[config.mk]
export PLATFORM = sky130hd
export DESIGN_NAME = fifo_entry_stage
export DESIGN_NICKNAME = d
export VERILOG_FILES = /design/src/rtl/fifo_entry_pkg.sv /design/src/rtl/serial_edge_sync.sv /design/src/rtl/entry_datapath.sv /design/src/rtl/entry_control.sv /design/src/rtl/fifo_entry_stage.sv
export SDC_FILE = /design/constraint.sdc
export NUM_CORES = 1
export LEC_CHECK = 0
export CORE_AREA = 3 3 40 42
export CTS_CLUSTER_SIZE = 24
export DETAILED_ROUTE_END_ITERATION = 12
export DIE_AREA = 0 0 43 45
export PLACE_DENSITY = 0.75
export SETUP_SLACK_MARGIN = 0.4
export SLEW_MARGIN = 20
export SYNTH_ARGS = -nofsm -noshare
export SYNTH_HDL_FRONTEND = slang
export SYNTH_SLANG_ARGS = --single-unit
[constraint.sdc]
create_clock -name clk -period 2.4 [get_ports clk]
set_clock_uncertainty 0.1 [all_clocks]
set_input_delay 0.48 -clock clk [delete_from_list [all_inputs] [get_ports clk]]
set_output_delay 0.48 -clock clk [all_outputs]
set_load 0.05 [all_outputs]
[src/rtl/fifo_entry_pkg.sv]
package fifo_entry_pkg;

  // strobes from control to datapath; at most one acts per cycle, initReg wins
  typedef struct packed {
    logic initReg;
    logic loadPar;
    logic shiftSer;
  } entryStrobes_t;

endpackage

[src/rtl/serial_edge_sync.sv]
module serial_edge_sync #(
  parameter int SYNC_STAGES = 2
) (
  input  logic clk,
  input  logic rstN,
  input  logic serClk,
  input  logic serIn,
  output logic fallSeen,
  output logic bitSeen
);

  localparam int LAST = SYNC_STAGES;

  logic [LAST:0] clkPipe;
  logic [LAST:0] datPipe;

  // data travels beside the clock so the bit seen with the edge is the one
  // present when the serial clock fell
  always_ff @(posedge clk) begin
    if (!rstN) begin
      clkPipe <= '0;
      datPipe <= '0;
    end else begin
      clkPipe <= {clkPipe[LAST-1:0], serClk};
      datPipe <= {datPipe[LAST-1:0], serIn};
    end
  end

  assign fallSeen = clkPipe[LAST] & ~clkPipe[LAST-1];
  assign bitSeen  = datPipe[LAST-1];

endmodule

[src/rtl/entry_datapath.sv]
module entry_datapath
  import fifo_entry_pkg::*;
#(
  parameter int WIDTH = 4
) (
  input  logic             clk,
  input  entryStrobes_t    strobes,
  input  logic [WIDTH-1:0] parIn,
  input  logic             serBit,
  output logic [WIDTH-1:0] wordBits,
  output logic             wordFull
);

  logic [WIDTH-1:0] bitsQ;
  logic [WIDTH-1:0] bitsD;
  logic             fullQ;
  logic             fullD;

  // one slice per bit: the top slice takes the serial bit and the marker
  for (genvar i = 0; i < WIDTH; i++) begin : g_slice
    localparam logic InitVal = (i == WIDTH - 1);
    logic shiftSrc;
    if (i == WIDTH - 1) begin : g_top
      assign shiftSrc = serBit;
    end else begin : g_inner
      assign shiftSrc = bitsQ[i+1];
    end
    assign bitsD[i] = strobes.initReg  ? InitVal  :
                      strobes.loadPar  ? parIn[i] :
                      strobes.shiftSer ? shiftSrc : bitsQ[i];
  end

  // completion flag: the marker arrives here from bit 0
  assign fullD = strobes.initReg  ? 1'b0     :
                 strobes.loadPar  ? 1'b1     :
                 strobes.shiftSer ? bitsQ[0] : fullQ;

  always_ff @(posedge clk) begin
    bitsQ <= bitsD;
    fullQ <= fullD;
  end

  assign wordBits = bitsQ;
  assign wordFull = fullQ;

endmodule

[src/rtl/entry_control.sv]
module entry_control
  import fifo_entry_pkg::*;
(
  input  logic          clk,
  input  logic          rstN,
  input  logic          parLoad,
  input  logic          chainEnN,
  input  logic          xferReqN,
  input  logic          stackReady,
  input  logic          serFall,
  input  logic          wordFull,
  output entryStrobes_t strobes,
  output logic          stackWr
);

  logic reqDoneQ;   // word already handed to the stack
  logic masterQ;    // captured in reset: chain enable was low
  logic pendingInit;

  // clearing waits for load low and for mastership or the chain enable
  assign pendingInit = reqDoneQ & ~parLoad & (masterQ | ~chainEnN);

  assign stackWr = rstN & wordFull & ~xferReqN & ~reqDoneQ & stackReady;

  always_comb begin
    strobes          = '0;
    strobes.initReg  = ~rstN | pendingInit;
    strobes.loadPar  = rstN & parLoad;
    strobes.shiftSer = rstN & serFall & ~wordFull & ~chainEnN & ~parLoad;
  end

  always_ff @(posedge clk) begin
    if (!rstN) begin
      reqDoneQ <= 1'b0;
      masterQ  <= ~chainEnN;
    end else if (pendingInit) begin
      reqDoneQ <= 1'b0;
    end else if (stackWr) begin
      reqDoneQ <= 1'b1;
    end
  end

endmodule

[src/rtl/fifo_entry_stage.sv]
module fifo_entry_stage
  import fifo_entry_pkg::*;
#(
  parameter int WIDTH       = 4,
  parameter int SYNC_STAGES = 2
) (
  input  logic             clk,
  input  logic             rstN,
  input  logic [WIDTH-1:0] parIn,
  input  logic             parLoad,
  input  logic             serIn,
  input  logic             serClk,
  input  logic             chainEnN,
  input  logic             xferReqN,
  input  logic             stackReady,
  output logic             stackWr,
  output logic [WIDTH-1:0] stackData,
  output logic             fullN
);

  entryStrobes_t strobes;
  logic          serFall;
  logic          serBit;
  logic          wordFull;

  serial_edge_sync #(.SYNC_STAGES(SYNC_STAGES)) u_sync (
    .clk      (clk),
    .rstN     (rstN),
    .serClk   (serClk),
    .serIn    (serIn),
    .fallSeen (serFall),
    .bitSeen  (serBit)
  );

  entry_control u_ctrl (
    .clk        (clk),
    .rstN       (rstN),
    .parLoad    (parLoad),
    .chainEnN   (chainEnN),
    .xferReqN   (xferReqN),
    .stackReady (stackReady),
    .serFall    (serFall),
    .wordFull   (wordFull),
    .strobes    (strobes),
    .stackWr    (stackWr)
  );

  entry_datapath #(.WIDTH(WIDTH)) u_data (
    .clk      (clk),
    .strobes  (strobes),
    .parIn    (parIn),
    .serBit   (serBit),
    .wordBits (stackData),
    .wordFull (wordFull)
  );

  assign fullN = ~wordFull;

endmodule

==> impl_metrics.json <==
{
  "status": "finished, final reports clean",
  "p_leak_nw": 0.3086,
  "fin_cells": 89,
  "cp_cell_sequence": "clkdlybuf4s50_1 > or4b_4 > nor3_1 > nor4_1",
  "grt.busiest_layer": "met2",
  "grt_max_degree": 12,
  "power_density_nw_per_um2": 619.0,
  "grtUsageMet3_pct": 4.382,
  "drive_gt1_share_pct": 16.22,
  "tightestPinTransition_ns": 0.4945,
  "synth_cell_type_count": 23,
  "drtIter0Drc": 8,
  "power_uw": 461.6,
  "hp-class": "register to register",
  "path_max_fanout": 7,
  "fin_nets": 87,
  "ys_seq_area_share_pct": 49.02,
  "period_share_pct": 78.18,
  "r2r_end": "u_data.wordBits[0]$_SDFFE_PP0P_",
  "cts_num_sinks": 12,
  "required_ns": 2.45,
  "grt_pass1_wl_mm": 1.869,
  "synthToLayoutAreaGrowth_pct": 46.08,
  "numPortBuffers": 17,
  "cts.clk_slew.worst_paths_ns": 0.08,
  "ant_nets": 0,
  "fp.coreArea_um2": 1285,
  "num_vias": 469,
  "avgSynthCellArea_um2": 9.632,
  "avgViaCountPerCell": 5.270,
  "crit_arrival_ns": 1.92,
  "cts.path.max_buffers": 2,
  "rows": 13,
  "antenna_found_initial": 0,
  "hold_end": "u_sync.clkPipe[1]$_SDFF_PN0_",
  "r2r_cells": 3,
  "tritoncts": "yes",
  "clockRootBuffer": "clkbuf_4",
  "finalHoldViolCount": 0,
  "maxCapViolCount": 0,
  "wl_per_cell_um": 12.26,
  "netlist_area_um2": 510.5,
  "hold_start": "u_sync.clkPipe[0]$_SDFF_PN0_",
  "dp.final_hpwl_um": 804.6,
  "globalplace.congestion": 0.6979,
  "grt_pass1_vias": 443,
  "holdBufCountCts": 0,
  "initial_core_util_pct": 39.73,
  "yosysWarningCount": 0,
  "die_height_um": 45,
  "met1_usage_pct": 16.26,
  "ff2ff_setup_slack_ns": 0.96,
  "placed_cells": 85,
  "end_kind": "register",
  "drtPass1Iterations": 4,
  "reg2reg_from": "u_data.wordFull$_SDFFE_PP0P_",
  "slew_headroom_pct": 67.17,
  "cpMaxStageDelayCell": "or4b_4",
  "rsz0062_at_grt": "no",
  "synth_nets": 65,
  "worstSkewPairLatency_ns": 0.27,
  "grtUsageTotal_pct": 13.02,
  "worst_ir_drop_vdd_mv": 0.3251,
  "critPathBufInv": 1,
  "layout_min_cycle_time_ns": 1.876,
  "grtUsageMet2_pct": 19.76,
  "cp-start-kind": "primary input",
  "n_antenna_cell": 0,
  "clock.fmax_mhz": 533.0,
  "setup_violations": 0,
  "fin_tns_setup_ns": 0,
  "cp_top_family": "simple AND/OR/NAND/NOR gates",
  "cts_inserted_buffers": 3,
  "critPathKind": "primary input to register",
  "die_x_um": 43,
  "totalWireLength_mm": 1.091,
  "cp_slowest_stage_delay_ns": 0.60,
  "post-route-drc-count": 0,
  "die_area_um2": 1935,
  "ys_ff_latch": 12,
  "hold_depth": 1,
  "overflow": 0,
  "pin_count": 18,
  "final-max-slew-violation-count": 0,
  "htree_levels": 1,
  "postSynthCellCount": 53
}
flip-flops by register name (all words and copies together), names as in the netlist:
| name | flops |
|---|---|
| u_data.wordFull | 1 |
| u_data.wordBits | 4 |
| u_sync.clkPipe | 3 |
| u_ctrl.masterQ | 1 |
| u_sync.datPipe | 2 |
| u_ctrl.reqDoneQ | 1 |
per-stage QoR:
| stage | hold WS [ns] | worst slack [ns] | util, % | cell area, µm² |
|---|---|---|---|---|
| 6_report | 0.3408 | 0.5237 | 58.03 | 745.7 |
| 5_1_grt | 0.3645 | 0.4403 | 58.03 | 745.7 |
| 4_1_cts | 0.3427 | 0.4296 | 57.94 | 744.5 |
| 3_5_place_dp | 0.3248 | 0.1797 | 55.70 | 715.7 |
| 3_3_place_gp | 0.3135 | 0.2120 | 55.70 | 715.7 |
| 2_1_floorplan | 0.3119 | 0.5317 | - | 513.0 |
timing repair:
item / in CTS / in global routing
resized for setup: 6 / 4
pin swaps: 0 / 1
buffers inserted: 0 / 0
endpoints found under the setup margin: 6 / 1
worst register-to-register path, cell delays in order, from the launching register on:
cell and delay, ns:
dfxtp_1 0.36, or4b_4 0.57, nor3_1 0.19, nor4_1 0.08
area by class of cell:
class	instances	area (µm²)
inverter	4	15.01
sequential	12	250.2
fill	119	539.3
timing repair buffer	18	181.4
clock buffer	4	36.28
multi-input combinational	36	244.0
tap	15	18.77
synth_stat cells, drive strengths merged:
master	number	area share [%]
a2111oi	2	3.9
a21oi	3	2.9
a221oi	1	1.7
a31oi	2	2.5
and2	5	6.1
clkbuf	1	0.73
dfxtp	11	43
edfxtp	1	5.9
inv	4	2.9
nand2	2	2.0
nand2b	2	2.9
nand3	2	2.0
nand4b	1	1.7
nor2	5	3.7
nor2b	2	2.5
nor3	3	2.9
nor4	1	1.2
nor4b	1	4.7
o211a	1	2.0
o21ai	2	2.0
or4b	1	2.7
cell families (layout without fill, tap and decap cells):
family | after synthesis | after routing | synth area share [%]
AOI/OAI and AO/OA | 11 | 11 | 14.95
and+or+nand+nor | 25 | 25 | 32.35
buffers and inverters | 5 | 26 | 3.675
DFF | 12 | 12 | 49.02
layout by cell type, fill, tap and decap left out, types with 3 or more instances in the layout:
cell / Yosys / final
dfxtp_1: 11 / 11
clkdlybuf4s50_1: 0 / 8
and2_1: 5 / 5
dlygate4sd2_1: 0 / 5
inv_1: 4 / 4
nor2_1: 5 / 4
a21oi_1: 3 / 3
nor3_1: 3 / 3
clkbuf_4: 0 / 3
routing by layer:
| layer | wire (µm) | vias to the layer above |
|---|---|---|
| li1 | - | 230 |
| met1 | 494 | 213 |
| met2 | 464 | 24 |
| met3 | 114 | 2 |
| met4 | 17 | 0 |
| met5 | 0 | - |
where the power goes:
part | internal, mW | switching (mW) | total, mW
clock network | 0.0923 | 0.0693 | 0.162
registers | 0.213 | 0.00710 | 0.220
logic | 0.0349 | 0.0448 | 0.0798
total | 0.340 | 0.121 | 0.462
worst max-delay path by stage:
stage              from                              end  slack, ns  depth (start not counted)
3_3_place_gp       rstN                          stackWr       0.21                          4
6_report        parLoad  u_data.wordBits[0]$_SDFFE_PP0P_       0.52                          4
5_1_grt         parLoad  u_data.wordBits[2]$_SDFFE_PP0P_       0.44                          4
3_5_place_dp       rstN                          stackWr       0.18                          4
2_1_floorplan      rstN                          stackWr       0.53                          3
4_1_cts        xferReqN                          stackWr       0.43                          4
No activity file was read; power rests on OpenSTA's default activity.
